<file path="config.mk">
export PLATFORM = sky130hd
export DESIGN_NAME = lcd_frame_seq
export DESIGN_NICKNAME = d
export VERILOG_FILES = /design/src/rtl/lfs_pkg.sv /design/src/rtl/lfs_timing.sv /design/src/rtl/lfs_fetch.sv /design/src/rtl/lfs_drive.sv /design/src/rtl/lcd_frame_seq.sv
export SDC_FILE = /design/constraint.sdc
export NUM_CORES = 1
export LEC_CHECK = 0
export ABC_AREA = 1
export BUFFER_PORTS_ARGS = -buffer_cell sky130_fd_sc_hd__buf_2
export CAP_MARGIN = 30
export CORE_ASPECT_RATIO = 0.7
export CORE_MARGIN = 1
export CORE_UTILIZATION = 34
export CTS_BUF_LIST = sky130_fd_sc_hd__clkbuf_2 sky130_fd_sc_hd__clkbuf_4 sky130_fd_sc_hd__clkbuf_8
export DETAILED_ROUTE_END_ITERATION = 8
export PLACE_DENSITY_LB_ADDON = 0.15
export SYNTH_ARGS = -nofsm -noshare
export SYNTH_HDL_FRONTEND = slang
export SYNTH_HIERARCHICAL = 1
export SYNTH_SLANG_ARGS = --single-unit
</file>
<file path="constraint.sdc">
create_clock -name clk -period 6.3 [get_ports clk]
set_input_delay 0.63 -clock clk [delete_from_list [all_inputs] [get_ports clk]]
set_output_delay 0.63 -clock clk [all_outputs]
set_load 0.02 [all_outputs]
</file>
<file path="src/rtl/lfs_pkg.sv">
package lfs_pkg;

    localparam int NIB_W         = 4;
    localparam int WORD_W        = 32;
    localparam int NIBS_PER_WORD = WORD_W / NIB_W;
    localparam int WORD_BYTES    = WORD_W / 8;

    typedef enum logic [1:0] {
        DEPTH_1B = 2'd0,
        DEPTH_2B = 2'd1,
        DEPTH_4B = 2'd2,
        DEPTH_8B = 2'd3
    } depth_e;

    typedef struct packed {
        logic [NIB_W-1:0] data;
        logic             shift;
        logic             line;
        logic             frame;
    } lcd_beat_t;

    // Colour without split drives three subpixel nibbles for every 8 pixels.
    function automatic int line_nibbles_m1(depth_e d, logic split, int width);
        if (d == DEPTH_8B && !split)
            return (width / 8) * 3 - 1;
        return width / 4 - 1;
    endfunction

    function automatic int frame_lines_m1(logic split, int height);
        return (split ? height / 2 : height) - 1;
    endfunction

endpackage

</file>
<file path="src/rtl/lfs_timing.sv">
module lfs_timing #(
    parameter int CNT_W = 12
) (
    input  logic             clk,
    input  logic             rst,
    input  logic             load,
    input  logic             adv,
    input  logic [CNT_W-1:0] hmax_in,
    input  logic [CNT_W-1:0] lmax_in,
    output logic             h_last,
    output logic             l_last,
    output logic             l_first
);
    logic [CNT_W-1:0] h_q, l_q, hmax_q, lmax_q;

    assign h_last  = (h_q == hmax_q);
    assign l_last  = (l_q == lmax_q);
    assign l_first = (l_q == '0);

    always_ff @(posedge clk) begin
        if (rst) begin
            h_q    <= '0;
            l_q    <= '0;
            hmax_q <= '0;
            lmax_q <= '0;
        end else if (load) begin
            h_q    <= '0;
            l_q    <= '0;
            hmax_q <= hmax_in;
            lmax_q <= lmax_in;
        end else if (adv) begin
            if (h_last) begin
                h_q <= '0;
                l_q <= l_last ? '0 : l_q + 1'b1;
            end else begin
                h_q <= h_q + 1'b1;
            end
        end
    end

    assert_hcount_bound_R2: assert property (@(posedge clk) disable iff (rst)
        h_q <= hmax_q);
    assert_lcount_bound_R3: assert property (@(posedge clk) disable iff (rst)
        l_q <= lmax_q);

endmodule

</file>
<file path="src/rtl/lfs_fetch.sv">
module lfs_fetch
    import lfs_pkg::*;
#(
    parameter int ADDR_W = 32
) (
    input  logic              clk,
    input  logic              rst,
    input  logic              load,
    input  logic              active,
    input  logic              take,
    input  logic [ADDR_W-1:0] base_in,
    input  logic [ADDR_W-1:0] end_in,
    input  logic              rd_ready,
    input  logic [WORD_W-1:0] rd_data,
    output logic              rd_valid,
    output logic [ADDR_W-1:0] rd_addr,
    output logic              have_word,
    output logic [NIB_W-1:0]  nibble
);
    localparam int IDX_W = $clog2(NIBS_PER_WORD);
    localparam logic [IDX_W-1:0] IDX_LAST = IDX_W'(NIBS_PER_WORD - 1);

    logic [ADDR_W-1:0] addr_q, base_q, end_q, addr_nx;
    logic [WORD_W-1:0] word_q;
    logic [IDX_W-1:0]  idx_q;
    logic              full_q;

    assign rd_valid  = active && !full_q;
    assign rd_addr   = addr_q;
    assign have_word = full_q;
    assign addr_nx   = addr_q + ADDR_W'(WORD_BYTES);
    assign nibble    = word_q[idx_q * NIB_W +: NIB_W];

    always_ff @(posedge clk) begin
        if (rst) begin
            addr_q <= '0;
            base_q <= '0;
            end_q  <= '0;
            word_q <= '0;
            idx_q  <= '0;
            full_q <= 1'b0;
        end else if (load) begin
            addr_q <= base_in;
            base_q <= base_in;
            end_q  <= end_in;
            idx_q  <= '0;
            full_q <= 1'b0;
        end else if (rd_valid && rd_ready) begin
            word_q <= rd_data;
            full_q <= 1'b1;
            idx_q  <= '0;
            addr_q <= (addr_nx >= end_q) ? base_q : addr_nx;
        end else if (take) begin
            idx_q <= idx_q + 1'b1;
            if (idx_q == IDX_LAST)
                full_q <= 1'b0;
        end
    end

    assert_addr_window_R4: assert property (@(posedge clk) disable iff (rst)
        rd_valid |-> (rd_addr >= base_q && rd_addr < end_q));
    assert_stall_holds_R5: assert property (@(posedge clk) disable iff (rst)
        (rd_valid && !rd_ready && !load) |=> $stable(rd_addr));

endmodule

</file>
<file path="src/rtl/lfs_drive.sv">
module lfs_drive
    import lfs_pkg::*;
#(
    parameter int DF_W = 4
) (
    input  logic             clk,
    input  logic             rst,
    input  logic             start,
    input  logic             emit,
    input  logic [NIB_W-1:0] nibble,
    input  logic             h_last,
    input  logic             l_first,
    input  logic             frame_end,
    input  logic [DF_W-1:0]  df_rate,
    input  logic             disp_on,
    input  logic             invert,
    output logic [NIB_W-1:0] lcd_data,
    output logic             lcd_shift,
    output logic             lcd_line,
    output logic             lcd_frame,
    output logic             lcd_df
);
    lcd_beat_t        beat_q;
    logic             line2_q, df_q;
    logic [DF_W-1:0]  dfc_q;

    always_ff @(posedge clk) begin
        if (rst) begin
            beat_q  <= '0;
            line2_q <= 1'b0;
            df_q    <= 1'b0;
            dfc_q   <= '0;
        end else begin
            if (emit)
                beat_q.data <= nibble;
            beat_q.shift <= emit;
            beat_q.line  <= emit && h_last;
            beat_q.frame <= emit && l_first;
            line2_q      <= beat_q.line;
            if (start) begin
                dfc_q <= '0;
            end else if (frame_end) begin
                if (dfc_q == df_rate) begin
                    df_q  <= ~df_q;
                    dfc_q <= '0;
                end else begin
                    dfc_q <= dfc_q + 1'b1;
                end
            end
        end
    end

    assign lcd_data  = disp_on ? (beat_q.data ^ {NIB_W{invert}}) : '0;
    assign lcd_shift = disp_on && beat_q.shift;
    assign lcd_line  = disp_on && line2_q;
    assign lcd_frame = disp_on && beat_q.frame;
    assign lcd_df    = disp_on && df_q;

    assert_line_delay_R6: assert property (@(posedge clk) disable iff (rst)
        line2_q |-> $past(emit && h_last, 2));
    assert_df_hold_R8: assert property (@(posedge clk) disable iff (rst)
        !frame_end |=> $stable(df_q));

endmodule

</file>
<file path="src/rtl/lcd_frame_seq.sv">
module lcd_frame_seq
    import lfs_pkg::*;
#(
    parameter int ADDR_W = 32,
    parameter int DIM_W  = 12,
    parameter int DF_W   = 4
) (
    input  logic              clk,
    input  logic              rst,
    input  logic              cfg_enable,
    input  logic              cfg_freeze,
    input  logic              cfg_disp_on,
    input  logic              cfg_invert,
    input  logic [1:0]        cfg_depth,
    input  logic              cfg_split,
    input  logic [DIM_W-1:0]  cfg_width,
    input  logic [DIM_W-1:0]  cfg_height,
    input  logic [ADDR_W-1:0] cfg_base,
    input  logic [ADDR_W-1:0] cfg_end,
    input  logic [DF_W-1:0]   cfg_df_rate,
    output logic              rd_valid,
    output logic [ADDR_W-1:0] rd_addr,
    input  logic              rd_ready,
    input  logic [31:0]       rd_data,
    output logic [3:0]        lcd_data,
    output logic              lcd_shift,
    output logic              lcd_line,
    output logic              lcd_frame,
    output logic              lcd_df,
    output logic              busy
);
    localparam int CNT_W = DIM_W;

    logic             running_q, start, emit, frame_end, load;
    logic             have_word, h_last, l_last, l_first;
    logic [NIB_W-1:0] nibble;
    logic [CNT_W-1:0] hmax_cfg, lmax_cfg;

    always_comb begin
        hmax_cfg = CNT_W'(line_nibbles_m1(depth_e'(cfg_depth), cfg_split, int'(cfg_width)));
        lmax_cfg = CNT_W'(frame_lines_m1(cfg_split, int'(cfg_height)));
    end

    assign start     = cfg_enable && !running_q && !cfg_freeze;
    assign emit      = running_q && have_word;
    assign frame_end = emit && h_last && l_last;
    assign load      = start || frame_end;
    assign busy      = running_q;

    always_ff @(posedge clk) begin
        if (rst)
            running_q <= 1'b0;
        else if (!cfg_enable)
            running_q <= 1'b0;
        else if (start)
            running_q <= 1'b1;
        else if (frame_end && cfg_freeze)
            running_q <= 1'b0;
    end

    lfs_timing #(.CNT_W(CNT_W)) u_timing (
        .clk     (clk),
        .rst     (rst),
        .load    (load),
        .adv     (emit),
        .hmax_in (hmax_cfg),
        .lmax_in (lmax_cfg),
        .h_last  (h_last),
        .l_last  (l_last),
        .l_first (l_first)
    );

    lfs_fetch #(.ADDR_W(ADDR_W)) u_fetch (
        .clk       (clk),
        .rst       (rst),
        .load      (load),
        .active    (running_q),
        .take      (emit),
        .base_in   (cfg_base),
        .end_in    (cfg_end),
        .rd_ready  (rd_ready),
        .rd_data   (rd_data),
        .rd_valid  (rd_valid),
        .rd_addr   (rd_addr),
        .have_word (have_word),
        .nibble    (nibble)
    );

    lfs_drive #(.DF_W(DF_W)) u_drive (
        .clk       (clk),
        .rst       (rst),
        .start     (start),
        .emit      (emit),
        .nibble    (nibble),
        .h_last    (h_last),
        .l_first   (l_first),
        .frame_end (frame_end),
        .df_rate   (cfg_df_rate),
        .disp_on   (cfg_disp_on),
        .invert    (cfg_invert),
        .lcd_data  (lcd_data),
        .lcd_shift (lcd_shift),
        .lcd_line  (lcd_line),
        .lcd_frame (lcd_frame),
        .lcd_df    (lcd_df)
    );

    assert_freeze_boundary_R9: assert property (@(posedge clk) disable iff (rst)
        ($fell(running_q) && $past(cfg_enable)) |-> $past(frame_end && cfg_freeze));
    assert_restart_base_R4: assert property (@(posedge clk) disable iff (rst)
        $rose(running_q) |-> (rd_addr == $past(cfg_base)));
    assert_enable_drop_R12: assert property (@(posedge clk) disable iff (rst)
        !cfg_enable |=> !busy);

endmodule

</file>
Word-level counts from Yosys, hierarchy flattened

Cells that the tools add are included.
W data, S select, Z words.

Reductions and logical operators: 32
Muxes and demuxes: 16
Bitwise logic cells: 5
Shift-type cells: 1
Eq/ne operators: 5
Add/subtract/negate cells: 8
Multiply operators: 1
Order comparisons: 1

Operators by type and width:

| kind                    | number |
|---|---|
| $mux W32                | 3 |
| $mux W12                | 5 |
| $add A32 B3 Y32 const B | 1 |
| $ge A32 B32 Y1          | 1 |
| $shiftx A32 B6 Y4       | 1 |
| $add A12 B1 Y12 const B | 2 |
| $eq A12 B12 Y1          | 2 |
| $logic_and A1 B1 Y1     | 14 |
| $logic_not A12 Y1       | 1 |
| $sub A11 B1 Y12 const B | 1 |
| $sub A12 B1 Y12 const B | 1 |
| $mul A9 B2 Y11 const B  | 1 |
| $sub A10 B1 Y11 const B | 1 |
| $mux W4                 | 2 |
| $reduce_bool A2 Y1      | 4 |
| $mux W1                 | 6 |
| $reduce_and A2 Y1       | 3 |
| $reduce_or A2 Y1        | 3 |
| $add A4 B1 Y4 const B   | 1 |
| $eq A4 B4 Y1            | 1 |
| $logic_not A1 Y1        | 4 |
| $not A1 Y1              | 4 |
| $xor A4 B4 Y4           | 1 |
| $add A3 B1 Y3 const B   | 1 |
| other kinds (5)         | 5 |

Logic and storage cells: 87
Output and inout port bits: 42
Bits of input ports: 134
Bits in registers: 194

Longest topological paths before layout

Gate-level depths: netlist of run 1.

Depth after elaboration: 6
Mapped depth: 24
Depth with buffers taken out: 24

Modules after synthesis

Netlist of run 1, hierarchy kept.

By module, submodules not included:

| module        | cells an instance | area each (um2) | sequential area each (um2) | instances |
|---|---|---|---|---|
| lfs_fetch     | 1,110             | 7,305.8         | 2,642.5                    | 1 |
| lfs_timing    | 378               | 2,518.7         | 960.9                      | 1 |
| lcd_frame_seq | 273               | 1,482.7         | 20.0                       | 1 |
| lfs_drive     | 110               | 689.4           | 260.2                      | 1 |

Worst setup path after synthesis of run 1

No wires, ideal clock.

Path kind: flip-flop to flip-flop
Start: reg u_fetch.addr_q[2], in the netlist u_fetch/rd_addr[2]
End: reg u_fetch.addr_q[16], in the netlist u_fetch/rd_addr[16]
Data arrival time: 2.658 ns
Library setup time: 0.122 ns
Cell stages (with the launch flop): 23
Clock period less this slack: 2.780 ns
Data required time: 6.178 ns
Path buffers: 1
Slack: 3.520 ns
Path through: dfxtp_1 ha_1 nand2_1 inv_1 nand2_2 inv_2 nand2_2 nor2_1 xor2_1 inv_1 ha_1 nand2_1 inv_1 nand2_1 nand2_1 nand2_1 a21oi_1 nor2_2 nand2_1 buf_2 nand2_1 nand3_2 a21oi_2

Cells in the longest elaborated chain, start to end: 5

Ends and longest elaborated chain:

| what                   | line            | source |
|---|---|---|
| start, declared        | lfs_fetch.sv:23 | `logic [ADDR_W-1:0] addr_q, base_q, end_q, addr_nx;` |
| start signal, assigned | lfs_fetch.sv:43 | `addr_q <= base_in;` |
| start signal, assigned | lfs_fetch.sv:52 | `addr_q <= (addr_nx >= end_q) ? base_q : addr_nx;` |
| $add A32 B3 Y32 *      | lfs_fetch.sv:31 | `assign addr_nx = addr_q + ADDR_W'(WORD_BYTES);` |
| $ge A32 B32 Y1         | lfs_fetch.sv:52 |  |
| $mux W32 *             | lfs_fetch.sv:52 |  |
| $mux W32 *             | lfs_fetch.sv:48 | `end else if (rd_valid && rd_ready) begin` |
| $mux W32 *             | lfs_fetch.sv:42 | `end else if (load) begin` |

Every way passes the cells marked *; elsewhere a longest branch is shown, timed or not. The select of a mux whose other input is x is not followed.
A chain may end at the register's enable or synchronous reset.

Final worst setup path of run 1

Start: reg u_fetch.addr_q[2], in the netlist u_fetch/rd_addr[2]
End: reg u_fetch.addr_q[25], in the netlist u_fetch/rd_addr[25]

Same word-level chain as after synthesis.

==> results.md, run 1 <==
- Outcome: completed
- Largest net degree at the start of global routing: between 60 and 70
- Final setup viols: 0
- DIE AREA: between 30,000 and 40,000 um^2
- Root Buffer: clkbuf_8
- Internal reg-to-reg setup slack: between 1500 and 2000 ps
- Ys async rst share: 0%
- Worst Path Max Fanout: 34
- Routed vias: roughly 12,000
- Die width: 227 um
- Worst skew pair latency: approximately 490 ps
- Clk buf depth: 2
- Starting Density: approximately a third
- Warnings from Yosys: 6
- Setup Skew: roughly 18 ps
- Post-synth cell types: 43
- Placer congestion estimate: 0.927
- Setup repair after global routing missed its margin: false
- DRC viols: 0
- Seq cells post-synth: between 150 and 200
- Buffers added on ports: around 170
- DR iter-0 viols: just under 900
- Flip-flop and latch area: between 3000 and 4000 um^2
- CP arrival: 4840 ps
- Leakage: roughly 6.6 nW
- # diodes: 0
- R2r endpoint: u_fetch/rd_addr[25]
- Vias per cell: 4.83
- Max Cap Viol: 0
- Most common flop cell mapped by yosys: dfxtp_1
- Placed cell areas: between 10,000 and 15,000 um^2
- Clock transition at path regs: 110 ps
- Post-route cell area: roughly 14,000 um^2
- Hpwl dp: about 27,000 um
- Seq/Total Area, Yosys: 32.4%
- H-tree levels: 4
- First-pass GRT wire length: 59,000 um
- Final-report max-slew violation count: 0
- Final TNS setup: 0 ps
- Maximum VDD drop: roughly 0.11 mV
- Core area: between 30,000 and 40,000 um^2
- Nets@finish: ~2,200
- Pre-CTS setup slack: approximately 2000 ps
- Measured slew at the worst slew-check pin: roughly 950 ps
- GRT Total Usage: ~21%
- ANT nets after route: 0
- Drt wl/cell: ~15 um
- Drt pass-1 iters: 5
- Cts hold-fix bufs: 0
- Syn_nets: between 2,000 and 2,500
- Grt ovf: 0
- Reg-to-reg startpoint: u_fetch/rd_addr[2]
- Tmin final: ~4500 ps
- Multi-input gate area: roughly 6800 um^2
- Final worst setup slack: around 1800 ps
- Post-cts sizing count: 0
- Hold Crit Class: in -> reg
- Num CTS Buffers: 17
- Post-synth EDFFs: 0
- Endpoints failing hold: 0
- Pwr dens: around 220 nW/um^2
- Kind of start point of the critical path: flop
- # rows: 57
- Post-Route WL: 37,000 um
- Crit path kind: reg -> reg
- CP startpoint: u_fetch/rd_addr[2]
- Fillers: between 3,000 and 4,000
- Syn avg cell area: 6.41 um^2
- Critical path capture point: u_fetch/rd_addr[25]
- Chip Height: roughly 160 um
- Vias in the first global route: around 11,000
- Post-CTS setup repair buffer count: 0
- Syn Std Cell Area: between 10,000 and 15,000 um^2
- Normalized max-slew margin: around 36%
- Critical path data required time: ~6700 ps
- Ratio of final minimum period to clock period: a little over two thirds
- Share of layout cells above drive strength 1: approximately 14%
- Synthesized netlist cell count: between 1,500 and 2,000
- Worst Setup End Kind: flop
- R2R cell count: 19
- F_max: between 0.2 and 0.25 GHz
- TritonCTS clock tree: built
- Area grow syn2layout: 13.8%
- I/O pin count: around 180
- # clock sinks: 194
- Initial antenna violation count: 3
==> layout by cell type (no fill, tap or decap), drive strengths merged <==
cell and count:
nand2 436, bufinv 2, nand3b 2, clkinv 4
o21bai 1, o21a 2, xnor2 16, a211oi 13
xor2 28, and3 1, fa 1, clkinvlp 2
ha 63, clkbuf 21, nor2 249, a21oi 133
inv 268, dfxtp 194, o21ai 177, or2 9
nor3 18, o22ai 4, a31oi 5, nand4 20
buf 185, and2 1, a21o 2, nor4 1
nand3 154
==> power breakdown <==
| group | internal [mW] | switching [mW] | leakage (nW) |
|---|---|---|---|
| Combinational | 0.272 | 0.514 | 4.81 |
| Sequential | 1.29 | 0.0523 | 1.58 |
| Clock | 0.393 | 0.492 | 0.207 |
| Total | 1.95 | 1.06 | 6.60 |
==> critical path: stages (launching register included) <==
cell     delay (ps)
dfxtp_1         570
ha_1            240
nand2_1          60
inv_1            90
nand2_2         110
nor2_1          410
nand3_1         130
nand2_1         110
inv_1            50
ha_1            260
nand2_1          60
nor2_1          160
nand4_1         160
nor2_1          190
nand2_2         480
nand2_1         570
buf_4           410
nand2_1          90
nand3_1          90
a21oi_1          80
==> synthesized netlist by cell type, types with 2 or more instances <==
cell type / number / share of area (%)
clkbuf_1: 56 / 1.8
nor3_1: 15 / 0.63
buf_1: 2 / 0.063
a21oi_2: 2 / 0.15
nor2_1: 235 / 7.4
nand4_1: 20 / 1.0
nand3_4: 2 / 0.29
a31oi_1: 5 / 0.26
nor2_2: 8 / 0.42
inv_2: 7 / 0.22
ha_1: 63 / 6.6
inv_1: 255 / 8.0
nand2_2: 15 / 0.78
buf_2: 15 / 0.63
xnor2_1: 16 / 1.2
clkinv_1: 3 / 0.094
nand3b_1: 2 / 0.13
o21a_1: 2 / 0.13
o21ai_2: 5 / 0.37
nor2_4: 6 / 0.56
or2_2: 9 / 0.47
a21o_1: 2 / 0.13
xor2_1: 28 / 2.0
o22ai_1: 4 / 0.21
nand2_1: 420 / 13
nor3_2: 2 / 0.17
nand3_2: 5 / 0.42
dfxtp_1: 194 / 32
a211oi_1: 13 / 0.81
o21ai_0: 167 / 7.0
a21oi_1: 131 / 5.5
o21ai_1: 5 / 0.21
nand3_1: 147 / 6.1
==> worst min-delay path by stage <==
stage | from | to | cells past startpoint
finish | cfg_freeze | busy | 2
global route | cfg_freeze | busy | 2
CTS | cfg_freeze | busy | 2
detailed placement | u_drive/beat_q[1] | u_drive/line2_q | 2
global placement | u_drive/beat_q[1] | u_drive/line2_q | 2
floorplan | u_drive/beat_q[1] | u_drive/line2_q | 2
==> layout make-up <==
type / instances / area share, %
multi-input cells: 1336 / 49.8
flip-flops and latches: 194 / 28.4
inverters: 265 / 7.29
repair buffers: 185 / 7.09
well taps: 472 / 4.32
clock buffers: 21 / 2.02
clock inverters: 11 / 1.02
==> per-layer routing <==
metal	up-vias	track usage, %	share of wire [%]
li1	6221	-	-
met1	5390	33.5	54
met2	362	27.5	38
met3	27	4.39	6.9
met4	6	4.08	0.78
met5	-	0	0.12
==> stage by stage <==
stage | std cells | total power [mW] | utilization [%] | hold slack (ps)
floorplan | 1871 | 1.91 | - | 388
global placement | 2450 | 2.14 | 38.0 | 406
detailed placement | 2451 | 2.15 | 38.1 | 399
CTS | 2483 | 3.05 | 39.3 | 261
global route | 2484 | 3.21 | 39.3 | 282
finish | 2484 | 3.01 | 39.3 | 325
==> kinds of logic (layout without fill, tap and decap cells) <==
logic type      after synthesis  in the layout  synth area share, %
simple gates                891            891                 31.9
compound gates              337            337                 14.7
fa+ha+maj                    64             64                 6.74
buf+inv                     341            482                 11.0
xor+xnor                     44             44                 3.21
flops                       194            194                 32.4
==> registers in the layout, indices dropped and copies added, names as in the netlist <==
name and cells:
busy 1, u_drive/beat_q 7, u_drive/df_q 1, u_drive/dfc_q 4, u_drive/line2_q 1, u_fetch/base_q 32
u_fetch/end_q 32, u_fetch/have_word 1, u_fetch/idx_q 3, u_fetch/rd_addr 32, u_fetch/word_q 32, u_timing/h_q 12
u_timing/hmax_q 12, u_timing/l_q 12, u_timing/lmax_q 12
(Power assumes the default switching activity.)
==> inputs of run 2 (changes only) <==
==> constraint.sdc (replaced) <==
create_clock -name clk -period 3.9 [get_ports clk]
set_input_delay 0.39 -clock clk [delete_from_list [all_inputs] [get_ports clk]]
set_output_delay 0.39 -clock clk [all_outputs]
set_load 0.02 [all_outputs]
==> results.md, run 2 (synthesis results as in run 1) <==
- Outcome: completed
- Starting Density: 34.5% (unchanged)
- Clock transition at path regs: 100 ps (about the same)
- Die width: 227 um (unchanged)
- Tmin final: 3570 ps (-879 ps)
- Buffers added on ports: 173 (unchanged)
- Nets@finish: 2,209 (+0.55%)
- Post-CTS setup repair buffer count: 0 (unchanged)
- Setup Skew: 14.8 ps (-3.40 ps)
- Final-report max-slew violation count: 0 (unchanged)
- Root Buffer: clkbuf_8
- R2R cell count: 23 (+4)
- Final setup viols: 0 (unchanged)
- Area grow syn2layout: 14.5%
- Kind of start point of the critical path: flop
- ANT nets after route: 0 (unchanged)
- Worst Path Max Fanout: 21 (-38%)
- # clock sinks: 194 (unchanged)
- # rows: 57 (unchanged)
- Initial antenna violation count: 2 (-1)
- Top layer in use: met5
- F_max: 0.280 GHz (+25%)
- Grt ovf: 0 (unchanged)
- GRT Total Usage: 21.0% (+0.19 points)
- Setup repair after global routing missed its margin: false
- Hold path cells: 2 (unchanged)
- Levels on crit path: 23 (+4)
- DRC viols: 0 (unchanged)
- Ratio of final minimum period to clock period: 91.6% (+21 points)
- Maximum VDD drop: 0.206 mV (+84%)
- Most common cell after layout, fill and taps aside: nand2_1
- Endpoints failing hold: 0 (unchanged)
- Final TNS setup: 0 ps (unchanged)
- Share of layout cells above drive strength 1: 14.6% (+0.51 points)
- Cts hold-fix bufs: 0 (unchanged)
- Power Total: 4.85 mW (+61%)
- Drt pass-1 iters: 5 (unchanged)
- Measured slew at the worst slew-check pin: 733 ps (-221 ps)
- Wl on met1: 20,000 um (+0.19%)
- Core area: 34,700 um^2 (unchanged)
- Hold Crit Class: in -> reg
- CP arrival: 3960 ps (-880 ps)
- Normalized max-slew margin: 51.1% (+15 points)
- First-pass GRT wire length: 59,700 um (+1.2%)
- Post-Route WL: 37,000 um (about the same)
- Max Cap Viol: 0 (unchanged)
- Delay-heaviest family, CP: simple AND/OR/NAND/NOR gates
- Pwr dens: 353 nW/um^2 (+60%)
- Routed vias: 11,900 (-0.48%)
- H-tree levels: 4 (unchanged)
- Worst path cell trace: ha_1, nand2_1, inv_1, nand2_2, inv_2, nand2_2, inv_2, nand3_1, nand2_1, inv_1, ha_1, nand2_1, nor2_1, nand2_1, nor2_1, nor2_1, nand2_1, nand2_2, nand2_1, buf_4, nand2_1, nand3_1, a21oi_1
- Critical path data required time: 4290 ps (-2400 ps)
- Fillers: 3,833 (-0.29%)
- Num CTS Buffers: 17 (unchanged)
- Vias per cell: 4.79 (-0.96%)
- Crit path kind: reg -> reg
- WL met2: 14,100 um (about the same)
- TritonCTS clock tree: built
- Post-cts sizing count: 0 (unchanged)
- DR iter-0 viols: 958 (+7.4%)
- Clk buf depth: 2 (unchanged)
- Commonest cells after routing, fill and taps aside: 420 x nand2_1, 254 x inv_1, 235 x nor2_1
- Leakage: 6.66 nW (+0.78%)
- CP max-delay cell: dfxtp_1
- Vias in the first global route: 11,000 (+1.6%)
- Worst skew pair latency: 490 ps (about the same)
- Post-Layout Cell Count: 2,496 (+0.48%)
- Fin Hold WS: 90.8 ps (-234 ps)
- # diodes: 0 (unchanged)
- Placed cells: 2,464 (+0.53%)
- Cell mode on critical path: nand2_1
- Placer congestion estimate: 0.946 (+2.0%)
- Routed wl met3: 2510 um (-1.6%)
- I/O pin count: 176 (unchanged)
- Largest net degree at the start of global routing: 99 (+50%)
- Chip Height: 159 um (unchanged)
- CP max stage delay: 580 ps (about the same)
- Hpwl dp: 27,700 um (+1.8%)
- Final Util: 39.5% (+0.22 points)
- Drt wl/cell: 14.8 um (-0.44%)
- Worst Setup End Kind: flop
- DIE AREA: 36,100 um^2 (unchanged)
- Crit path buf inv count: 5 (+2)
-- run 2: cell types whose count changed in the layout (fill, tap and decap cells not counted), sizes merged --
cell and change:
inv -1, clkbuf -2, clkinv +3, buf +12
-- run 2: per-layer routing --
metal,vias to the layer above,global-route usage [%]
li1,6238,-
met1,5387,32.9
met2,295,28.2
met3,24,5.19
met4,4,4.08
met5,-,0
-- run 2: cell type report --
class	instances	area (um^2)	share of cell area, %
clock buffers	19	255	1.86
clock inverters	13	145	1.06
inverters	265	996	7.25
multi-input cells	1336	6800	49.5
flip-flops and latches	194	3880	28.3
well taps	472	591	4.30
repair buffers	197	1060	7.71
-- run 2: path summary, 6_finish.rpt --
| kind | from | to | slack, ps |
|---|---|---|---|
| hold / removal | cfg_freeze | busy | 90 |
| hold reg to reg | u_drive/beat_q[1] | u_drive/line2_q | 430 |
| setup reg to reg | u_fetch/rd_addr[2] | u_fetch/rd_addr[28] | 330 |
| setup / recovery | u_fetch/rd_addr[2] | u_fetch/rd_addr[28] | 330 |
-- run 2: where the power goes --
part           internal, mW  switching, mW
clock                 0.604          0.785
sequential             2.08         0.0856
combinational         0.457          0.836
total                  3.14           1.71
-- run 2: worst register-to-register path, cell delays in order (launching register included) --
cell and delay, ps:
dfxtp_1 580, ha_1 240, nand2_1 60, inv_1 90
nand2_2 100, inv_2 120, nand2_2 120, inv_2 120
nand3_1 80, nand2_1 90, inv_1 50, ha_1 270
nand2_1 80, nor2_1 170, nand2_1 90, nor2_1 100
nor2_1 50, nand2_1 140, nand2_2 210, nand2_1 130
buf_4 320, nand2_1 110, nand3_1 80, a21oi_1 60
-- run 2: per-stage QoR --
step | setup WS [ps] | area [um^2]
6_report | 326 | 13700
3_3_place_gp | 428 | 13300
3_5_place_dp | 391 | 13300
2_1_floorplan | 1120 | 12000
5_1_grt | 3.52 | 13700
4_1_cts | 373 | 13700
==> inputs of run 3 (changes only) <==
--- a/config.mk
+++ b/config.mk
@@ -13,7 +13,6 @@
 export CORE_UTILIZATION = 34
 export CTS_BUF_LIST = sky130_fd_sc_hd__clkbuf_2 sky130_fd_sc_hd__clkbuf_4 sky130_fd_sc_hd__clkbuf_8
 export DETAILED_ROUTE_END_ITERATION = 8
-export PLACE_DENSITY_LB_ADDON = 0.15
 export SYNTH_ARGS = -nofsm -noshare
 export SYNTH_HDL_FRONTEND = slang
 export SYNTH_HIERARCHICAL = 1
==> results.md, run 3 (synthesis results as in run 1) <==
- Outcome: completed
- Fillers: 3,745 (-2.3%)
- R2R cell count: 21 (-8.7%)
- GRT Total Usage: 20.0% (-0.92 points)
- Grt ovf: 0 (unchanged)
- Worst skew pair latency: 500 ps (about the same)
- Area grow syn2layout: 14.1%
- Largest net degree at the start of global routing: 74 (-25%)
- Root Buffer: clkbuf_8
- I/O pin count: 176 (unchanged)
- Maximum VDD drop: 0.209 mV (+1.4%)
- Most common cell after layout, fill and taps aside: nand2_1
- Crit path kind: reg -> reg
- Setup repair after global routing missed its margin: false
- Leakage: 6.63 nW (-0.33%)
- DR iter-0 viols: 906 (-5.4%)
- Worst path cell trace: ha_1, nand2_1, inv_1, nand2_2, nor2_1, nand3_1, nand2_1, inv_1, ha_1, nand2_1, nor2_1, nand4_1, nor2_1, nand2_2, nand2_1, buf_4, nand2_1, nand2_1, nand2_1, nand2_1, nor2_1
- Hold EP: busy
- First-pass GRT wire length: 57,500 um (-3.7%)
- Cell mode on critical path: nand2_1
- Final-report max-slew violation count: 0 (unchanged)
- Nets@finish: 2,209 (unchanged)
- Starting Density: 34.5% (unchanged)
- Die width: 227 um (unchanged)
- Commonest cells after routing, fill and taps aside: 420 x nand2_1, 254 x inv_1, 235 x nor2_1
- R2r endpoint: u_fetch/rd_addr[0]
- Crit path buf inv count: 3 (-2)
- Drt pass-1 iters: 5 (unchanged)
- Buffers added on ports: 173 (unchanged)
- Max Cap Viol: 0 (unchanged)
- Placed cell areas: 13,300 um^2 (about the same)
- Power Total: 4.74 mW (-2.2%)
- H-tree levels: 4 (unchanged)
- Worst hold start: cfg_freeze
- Reg-to-reg startpoint: u_fetch/rd_addr[2]
- Hpwl dp: 26,900 um (-3.2%)
- Routed vias: 12,100 (+1.1%)
- Post-CTS setup repair buffer count: 0 (unchanged)
- Num CTS Buffers: 17 (unchanged)
- Clock transition at path regs: 120 ps (+20 ps)
- Final TNS setup: 0 ps (unchanged)
- Kind of start point of the critical path: flop
- DIE AREA: 36,100 um^2 (unchanged)
- TritonCTS clock tree: built
- Chip Height: 159 um (unchanged)
- Final Util: 39.4% (-0.13 points)
- Placer congestion estimate: 0.990 (+4.6%)
- Setup Skew: 24.7 ps (+9.91 ps)
- Share of layout cells above drive strength 1: 14.5% (-0.042 points)
- Post-cts sizing count: 0 (unchanged)
- Normalized max-slew margin: 47.6% (-3.5 points)
- Hold path cells: 2 (unchanged)
- Cts hold-fix bufs: 0 (unchanged)
- # clock sinks: 194 (unchanged)
- Final setup viols: 0 (unchanged)
- Vias in the first global route: 11,100 (+0.49%)
- Drt wl/cell: 14.4 um (-3.1%)
- F_max: 0.285 GHz (+1.7%)
- Delay-heaviest family, CP: simple AND/OR/NAND/NOR gates
- Vias per cell: 4.84 (+1.1%)
- CP max-delay cell: dfxtp_1
- Hold Crit Class: in -> reg
- DRC viols: 0 (unchanged)
- Worst Path Max Fanout: 24 (+14%)
- Post-Route WL: 35,800 um (-3.1%)
- Core area: 34,700 um^2 (unchanged)
- Post-Layout Cell Count: 2,496 (unchanged)
- Tmin final: 3510 ps (-58.7 ps)
- # rows: 57 (unchanged)
- CP arrival: 3900 ps (-60 ps)
- Internal reg-to-reg setup slack: 390 ps (+60 ps)
- Worst Setup End Kind: flop
- Critical path data required time: 4290 ps (about the same)
- Pwr dens: 346 nW/um^2 (-1.9%)
- Initial antenna violation count: 2 (unchanged)
- Endpoints failing hold: 0 (unchanged)
- Post-route cell area: 13,700 um^2 (-0.34%)
- ANT nets after route: 0 (unchanged)
- Placed cells: 2,464 (unchanged)
- Ratio of final minimum period to clock period: 90.1% (-1.5 points)
- Measured slew at the worst slew-check pin: 785 ps (+52.0 ps)
- Clk buf depth: 2 (unchanged)
- CP max stage delay: 580 ps (about the same)
run 3: cell count changes in the layout (fill, tap and decap cells not counted), sizes merged:
cell	previous run	this run
clkinv	7	9
clkinvlp	2	1
bufinv	2	0
inv	267	268
diode	0	1
clkbuf	19	18
run 3: how the worst max path moves through the flow:
stage | startpoint | endpoint | depth (start not counted)
final | u_fetch/rd_addr[2] | u_fetch/rd_addr[0] | 21
after global routing | u_fetch/rd_addr[2] | u_fetch/rd_addr[0] | 21
after CTS | u_fetch/rd_addr[2] | u_fetch/rd_addr[0] | 21
after detailed placement | u_fetch/rd_addr[2] | u_fetch/rd_addr[0] | 21
after global placement | u_fetch/rd_addr[2] | u_fetch/rd_addr[0] | 21
after floorplan | u_fetch/rd_addr[2] | u_fetch/rd_addr[16] | 22
run 3: final cells by class:
type / count / area [um^2] / area share (%)
Multi-Input combinational cell: 1336 / 6800 / 49.7
Clock inverter: 13 / 123 / 0.896
Tap cell: 472 / 591 / 4.32
Timing Repair Buffer: 197 / 1050 / 7.64
Antenna cell: 1 / 2.50 / 0.0183
Clock buffer: 18 / 241 / 1.76
Inverter: 265 / 996 / 7.28
Sequential cell: 194 / 3880 / 28.4
run 3: power by group:
| part | internal, mW | leakage [nW] | switching (mW) |
|---|---|---|---|
| registers | 2.08 | 1.58 | 0.0841 |
| clock network | 0.471 | 0.187 | 0.810 |
| logic | 0.459 | 4.86 | 0.834 |
| total | 3.01 | 6.63 | 1.73 |
run 3: through the flow:
| stage | worst slack [ps] | hold WS [ps] |
|---|---|---|
| after floorplan | 1120 | 388 |
| after global routing | 36.7 | 51.1 |
| after detailed placement | 496 | 400 |
| after CTS | 467 | 17.2 |
| after global placement | 544 | 400 |
| final | 385 | 73.5 |
run 3: per-layer routing:
layer	global-route usage, %	share of wire, %	up-vias
met3	4.04	5.7	15
met4	3.75	0.67	0
met1	31.1	54	5535
met2	28.1	40	293
li1	-	-	6241
met5	0	0	-
